<file path="config.mk">
export PLATFORM = sky130hd
export DESIGN_NAME = vec_irq_prio
export DESIGN_NICKNAME = d
export VERILOG_FILES = /design/src/rtl/vip_pkg.sv /design/src/rtl/vip_regs.sv /design/src/rtl/vip_arb.sv /design/src/rtl/vip_out.sv /design/src/rtl/vec_irq_prio.sv
export SDC_FILE = /design/constraint.sdc
export NUM_CORES = 1
export LEC_CHECK = 0
export ABC_AREA = 1
export BUFFER_PORTS_ARGS = -buffer_cell sky130_fd_sc_hd__buf_2
export CAP_MARGIN = 20
export CORE_MARGIN = 3
export CORE_UTILIZATION = 55
export DETAILED_ROUTE_END_ITERATION = 10
export PLACE_DENSITY_LB_ADDON = 0.2
export SETUP_SLACK_MARGIN = 0.15
export SLEW_MARGIN = 20
export SYNTH_ARGS = -nofsm -noshare
export SYNTH_HDL_FRONTEND = slang
export SYNTH_SLANG_ARGS = --single-unit
export TNS_END_PERCENT = 20
</file>
<file path="constraint.sdc">
create_clock -name clk -period 15.4 [get_ports clk]
set_input_delay 3.08 -clock clk [delete_from_list [all_inputs] [get_ports clk]]
set_output_delay 3.08 -clock clk [all_outputs]
set_load 0.03 [all_outputs]
</file>
<file path="src/rtl/vip_pkg.sv">
package vip_pkg;
  localparam int MAX_IRQ = 32;
  localparam int LVL_W   = 6;
  localparam int RS_W    = 6;
  localparam int HA_W    = 32;
  localparam int DAT_W   = 32;
  localparam int ADR_W   = 7;
  localparam int CFG_W   = LVL_W + 1 + RS_W;
  localparam int IDX_W   = $clog2(MAX_IRQ);

  localparam logic [ADR_W-1:0] A_EN   = 7'h00;
  localparam logic [ADR_W-1:0] A_CTRL = 7'h01;
  localparam logic [ADR_W-1:0] A_VEC  = 7'h02;
  localparam logic [1:0]       PG_CFG = 2'b01;
  localparam logic [1:0]       PG_HA  = 2'b10;

  typedef struct packed {
    logic             act;
    logic [LVL_W-1:0] lvl;
    logic             nmi;
    logic [RS_W-1:0]  rset;
    logic [HA_W-1:0]  haddr;
  } cand_t;
endpackage

</file>
<file path="src/rtl/vip_regs.sv">
module vip_regs
  import vip_pkg::*;
#(
  parameter int NUM_IRQ = 8
) (
  input  logic                            clk,
  input  logic                            rst_n,
  input  logic                            wr_en,
  input  logic                            rd_en,
  input  logic [ADR_W-1:0]                addr,
  input  logic [DAT_W-1:0]                wdata,
  input  logic [HA_W-1:0]                 vec_addr,
  output logic [DAT_W-1:0]                rdata,
  output logic                            rvalid,
  output logic [NUM_IRQ-1:0]              en_q,
  output logic [NUM_IRQ-1:0][CFG_W-1:0]   cfg_q,
  output logic [NUM_IRQ-1:0][HA_W-1:0]    ha_q,
  output logic                            chain_en_q
);
  localparam int PAD_W = DAT_W - CFG_W;

  logic [1:0]       page;
  logic [IDX_W-1:0] idx;
  assign page = addr[ADR_W-1:ADR_W-2];
  assign idx  = addr[IDX_W-1:0];

  logic [MAX_IRQ-1:0] en_full;
  logic [CFG_W-1:0]   cfg_full [MAX_IRQ];
  logic [HA_W-1:0]    ha_full  [MAX_IRQ];

  for (genvar g = 0; g < MAX_IRQ; g++) begin : g_slot
    if (g < NUM_IRQ) begin : g_live
      always_ff @(posedge clk or negedge rst_n) begin
        if (!rst_n) begin
          en_q[g]  <= 1'b0;
          cfg_q[g] <= '0;
          ha_q[g]  <= '0;
        end else if (wr_en) begin
          if (addr == A_EN)                            en_q[g]  <= wdata[g];
          if (page == PG_CFG && idx == IDX_W'(g))      cfg_q[g] <= wdata[CFG_W-1:0];
          if (page == PG_HA  && idx == IDX_W'(g))      ha_q[g]  <= wdata[HA_W-1:0];
        end
      end
      assign en_full[g]  = en_q[g];
      assign cfg_full[g] = cfg_q[g];
      assign ha_full[g]  = ha_q[g];
    end else begin : g_absent
      assign en_full[g]  = 1'b0;
      assign cfg_full[g] = '0;
      assign ha_full[g]  = '0;
    end
  end

  always_ff @(posedge clk or negedge rst_n) begin
    if (!rst_n)                        chain_en_q <= 1'b0;
    else if (wr_en && addr == A_CTRL)  chain_en_q <= wdata[0];
  end

  logic [DAT_W-1:0] rd_word;
  always_comb begin
    rd_word = '0;
    if (addr == A_EN)          rd_word = DAT_W'(en_full);
    else if (addr == A_CTRL)   rd_word = DAT_W'(chain_en_q);
    else if (addr == A_VEC)    rd_word = DAT_W'(vec_addr);
    else if (page == PG_CFG)   rd_word = {{PAD_W{1'b0}}, cfg_full[idx]};
    else if (page == PG_HA)    rd_word = DAT_W'(ha_full[idx]);
  end

  always_ff @(posedge clk or negedge rst_n) begin
    if (!rst_n) begin
      rdata  <= '0;
      rvalid <= 1'b0;
    end else begin
      rvalid <= rd_en;
      if (rd_en) rdata <= rd_word;
    end
  end
endmodule

</file>
<file path="src/rtl/vip_arb.sv">
module vip_arb
  import vip_pkg::*;
#(
  parameter int NUM_IRQ = 8
) (
  input  logic [NUM_IRQ-1:0]            irq,
  input  logic [NUM_IRQ-1:0]            en,
  input  logic [NUM_IRQ-1:0][CFG_W-1:0] cfg,
  input  logic [NUM_IRQ-1:0][HA_W-1:0]  ha,
  input  logic                          chain_en,
  input  logic                          chain_valid,
  input  logic [LVL_W-1:0]              chain_level,
  input  logic                          chain_nmi,
  input  logic [RS_W-1:0]               chain_rset,
  input  logic [HA_W-1:0]               chain_haddr,
  output cand_t                         win
);
  cand_t loc [NUM_IRQ];
  cand_t chn;

  for (genvar g = 0; g < NUM_IRQ; g++) begin : g_cand
    assign loc[g].lvl   = cfg[g][LVL_W-1:0];
    assign loc[g].nmi   = cfg[g][LVL_W];
    assign loc[g].rset  = cfg[g][CFG_W-1:LVL_W+1];
    assign loc[g].haddr = ha[g];
    assign loc[g].act   = irq[g] && en[g] && (cfg[g][LVL_W-1:0] != '0);
  end

  assign chn.act   = chain_en && chain_valid && (chain_level != '0);
  assign chn.lvl   = chain_level;
  assign chn.nmi   = chain_nmi;
  assign chn.rset  = chain_rset;
  assign chn.haddr = chain_haddr;

  // Strict comparison keeps the earliest (lowest index) entry on ties;
  // the chain is scanned last so it only wins with a greater level.
  always_comb begin
    win = '0;
    for (int i = 0; i < NUM_IRQ; i++) begin
      if (loc[i].act && loc[i].lvl > win.lvl) win = loc[i];
    end
    if (chn.act && chn.lvl > win.lvl) win = chn;
  end
endmodule

</file>
<file path="src/rtl/vip_out.sv">
module vip_out
  import vip_pkg::*;
(
  input  logic              clk,
  input  logic              rst_n,
  input  cand_t             win,
  input  logic              ready,
  output logic              valid,
  output logic [LVL_W-1:0]  level,
  output logic              nmi,
  output logic [RS_W-1:0]   rset,
  output logic [HA_W-1:0]   haddr
);
  logic load;
  assign load = !valid || ready;

  always_ff @(posedge clk or negedge rst_n) begin
    if (!rst_n) begin
      valid <= 1'b0;
      level <= '0;
      nmi   <= 1'b0;
      rset  <= '0;
      haddr <= '0;
    end else if (load) begin
      valid <= win.act;
      level <= win.lvl;
      nmi   <= win.nmi;
      rset  <= win.rset;
      haddr <= win.haddr;
    end
  end
endmodule

</file>
<file path="src/rtl/vec_irq_prio.sv">
module vec_irq_prio
  import vip_pkg::*;
#(
  parameter int NUM_IRQ = 8
) (
  input  logic               clk,
  input  logic               rst_n,
  input  logic [NUM_IRQ-1:0] irq_i,
  input  logic               reg_wr,
  input  logic               reg_rd,
  input  logic [6:0]         reg_addr,
  input  logic [31:0]        reg_wdata,
  output logic [31:0]        reg_rdata,
  output logic               reg_rvalid,
  input  logic               chain_valid,
  input  logic [5:0]         chain_level,
  input  logic               chain_nmi,
  input  logic [5:0]         chain_rset,
  input  logic [31:0]        chain_haddr,
  output logic               irq_pending,
  output logic               out_valid,
  input  logic               out_ready,
  output logic [5:0]         out_level,
  output logic               out_nmi,
  output logic [5:0]         out_rset,
  output logic [31:0]        out_haddr
);
  logic [NUM_IRQ-1:0]            en_q;
  logic [NUM_IRQ-1:0][CFG_W-1:0] cfg_q;
  logic [NUM_IRQ-1:0][HA_W-1:0]  ha_q;
  logic                          chain_en_q;
  cand_t                         win;

  vip_regs #(.NUM_IRQ(NUM_IRQ)) regs_i (
    .clk(clk), .rst_n(rst_n), .wr_en(reg_wr), .rd_en(reg_rd),
    .addr(reg_addr), .wdata(reg_wdata), .vec_addr(win.haddr),
    .rdata(reg_rdata), .rvalid(reg_rvalid), .en_q(en_q), .cfg_q(cfg_q),
    .ha_q(ha_q), .chain_en_q(chain_en_q)
  );

  vip_arb #(.NUM_IRQ(NUM_IRQ)) arb_i (
    .irq(irq_i), .en(en_q), .cfg(cfg_q), .ha(ha_q),
    .chain_en(chain_en_q), .chain_valid(chain_valid),
    .chain_level(chain_level), .chain_nmi(chain_nmi),
    .chain_rset(chain_rset), .chain_haddr(chain_haddr), .win(win)
  );

  vip_out out_i (
    .clk(clk), .rst_n(rst_n), .win(win), .ready(out_ready),
    .valid(out_valid), .level(out_level), .nmi(out_nmi),
    .rset(out_rset), .haddr(out_haddr)
  );

  assign irq_pending = win.act;
endmodule

</file>
==> impl_metrics.yaml <==
run_status:
  outcome: "complete, no violations"
yosys:
  syn_avg_cell_area_sq_um: 7.71
  ys_warn_count: 0
  synth_fp_nets: 3377
  synth_area_leaders: "dfrtp_1 (45%), nand2_1 (14%), o21ai_0 (10%)"
  synth_edf_count: 0
  netlist_area_sq_um: 25000
  netlist.area_leader.share: 0.448
  synth_common_cells: "nand2_1 (928), o21ai_0 (501), dfrtp_1 (448)"
  ys_seq_area_frac: 0.448
  syn_inst: 3247
  synthArstFlopShare: 1.00
  synthFlopType: "dfrtp_1"
  yosysMostFrequentCell: "nand2_1"
  synth.distinct_cells: 42
  synth_largest_area_cell: "dfrtp_1"
  synth-seq-cells: 448
timing:
  finalWorstSetupSlack_ns: 0.626
  fin_crit_sh: 0.959
  hold_violations: 0
  setup_viol: 0
  fmax_mhz: 67.7
  worst_pin_slew_ns: 1.09
  slew_headroom: 0.272
  drv_slew: 0
  min_period_ns: 14.77
  finClkSkew_ns: 0.0178
  fin_hold_ws_ns: 0.480
die:
  start_util: 0.562
  design.core.area_sq_um: 44600
  die_h_um: 219
  die_w_um: 219
  row_count: 77
  io_pins: 178
  die-area_sq_um: 48100
layout:
  fin_area_sq_um: 28400
  area_growth_pct: 13.2
  fill_cells: 3922
  regArea_sq_um: 11200
  multi_input_area_sq_um: 12400
  drive_gt1_frac: 0.146
  nNetsFinal: 3441
setup_path:
  slowest_stage: "ha_1"
  required_ns: 12.32
  critical_path.max_stage_delay_ns: 0.33
  cp.arrival_ns: 11.69
  cp-end-kind: "output port"
  critical_path_class: "input port to output port"
  path_max_fanout: 13
  crit_path_start_kind: "input port"
placed_design:
  place_congestion: 0.973
  dpl-instance-area_sq_um: 26200
  dp_slack_ns: -0.0996
  hpwl_um: 54200
  numPortBuffers: 177
detailed_routing:
  num_vias: 24700
  drt_iter0_markers: 3236
  viasPerCell: 6.27
  drc_errors: 0
  ant_nets: 0
  drtPass1Iterations: 6
  routed_wl_um: 86700
  routedWlPerCell_um: 22.0
clocking:
  cts_buffers: 49
  cts.sinks: 448
  clk_latency_ns: 0.61
  root_buffer: "clkbuf_16"
  path_clk_slew_ns: 0.06
  cts_tree: "built"
  postCtsHoldBufs: 0
  htree_levels: 2
  clock_path_buffers: 3
global_route:
  grt_pass1_wl_um: 133000
  overflow: 0
  track_usage: 0.355
  antenna_found_initial: 1
  grt_pass1_vias: 23100
  grt_start_max_net_pins: 95
run:
  maxCapViolCount: 0
hold_path:
  hold_class: "register to register"
pwr:
  leakage_nw: 13.6
  peakVddDrop_mv: 0.0772
  power.density_cell_area_nw_per_um2: 112
per-stage QoR:
stage	power [mW]	util	TNS (ns)	cells
CTS	3.12	0.624	0	3914
global placement	1.92	0.586	0	3820
detailed placement	1.94	0.587	-0.0996	3822
floorplan	1.73	-	0	3247
finish	3.18	0.636	0	3944
global route	3.30	0.636	-0.0134	3943
routing by layer:
layer	part of all wire	GRT usage
met1	0.41	0.501
met2	0.42	0.514
met3	0.14	0.115
met4	0.034	0.123
met5	0	0
kinds of logic (layout without fill, tap and decap cells):
group / after synthesis / in the layout / share of synthesized area
adders and majority gates: 32 / 32 / 0.0160
muxes: 13 / 13 / 0.00584
DFF: 448 / 448 / 0.448
and+or+nand+nor: 1343 / 1345 / 0.225
other: 0 / 1 / 0
AOI/OAI and AO/OA: 924 / 924 / 0.229
buffers and inverters: 487 / 589 / 0.0766
registers in the layout, indices dropped and copies added, names as in the netlist:
| signal | flops |
|---|---|
| out_i.rset | 6 |
| regs_i.cfg_q | 104 |
| regs_i.ha_q | 256 |
| out_i.level | 6 |
| out_i.haddr | 32 |
| regs_i.chain_en_q | 1 |
| regs_i.en_q | 8 |
| regs_i.rdata | 32 |
| out_i.valid | 1 |
| out_i.nmi | 1 |
| regs_i.rvalid | 1 |
worst paths after layout:
path                                       start          endpoint  slack (ns)  depth (start not counted)
worst min-delay path            regs_i.rdata[10]  regs_i.rdata[10]        0.48                          2
worst min register to register  regs_i.rdata[10]  regs_i.rdata[10]        0.48                          2
min in group asynchronous                  rst_n    out_i.level[4]        2.48                          1
worst max-delay path                    irq_i[0]       irq_pending        0.63                         68
worst max register to register   regs_i.cfg_q[3]   regs_i.rdata[0]        4.18                         75
max in group asynchronous                  rst_n  regs_i.ha_q[123]       10.44                          3
power breakdown:
group          switching (mW)  internal, mW  leakage (nW)
clock                   0.499         0.692         0.791
sequential             0.0888          1.28          6.10
combinational           0.419         0.192          6.72
repair_timing:
| action | 4_1_cts | 5_1_grt |
|---|---|---|
| cloned | 0 | 2 |
| pin swaps | 1 | 46 |
| setup buffers | 1 | 27 |
| endpoints found under the setup margin | 1 | 1 |
| resized for setup | 7 | 75 |
cells in the final DEF (no fill, tap or decap), types with 8 or more instances in the layout:
cell / n
nor3_1: 9
clkbuf_8: 14
nand2_1: 901
a21oi_1: 57
nor2_1: 111
o211ai_2: 24
ha_1: 28
a221o_1: 11
o221ai_1: 47
nand3_2: 20
buf_2: 175
a22o_1: 45
nand2_2: 32
o211ai_1: 71
inv_1: 241
a31oi_1: 41
clkbuf_16: 51
clkbuf_1: 16
nand3_4: 8
nand3_1: 213
mux2_2: 13
o21ai_0: 482
inv_2: 9
a22oi_1: 90
buf_4: 63
nor2_2: 8
o21bai_1: 11
nor2_4: 14
o21ai_1: 14
nand4_1: 11
dfrtp_1: 448
o21ai_2: 20
critical path, delay by kind of cell:
family          cells  cell delay, ns
compound gates     10            1.25
simple gates       42            4.24
fa+ha+maj           8            2.38
buf+inv             8            0.72
final cells by class:
class | instances | area share
multi-input cells | 2314 | 0.436
flip-flops and latches | 448 | 0.395
clock buffers | 81 | 0.0539
repair buffers | 245 | 0.0520
inverters | 253 | 0.0337
well taps | 592 | 0.0261
clock inverters | 10 | 0.00309
diodes | 1 | 0.0000882
(Power assumes the default switching activity.)
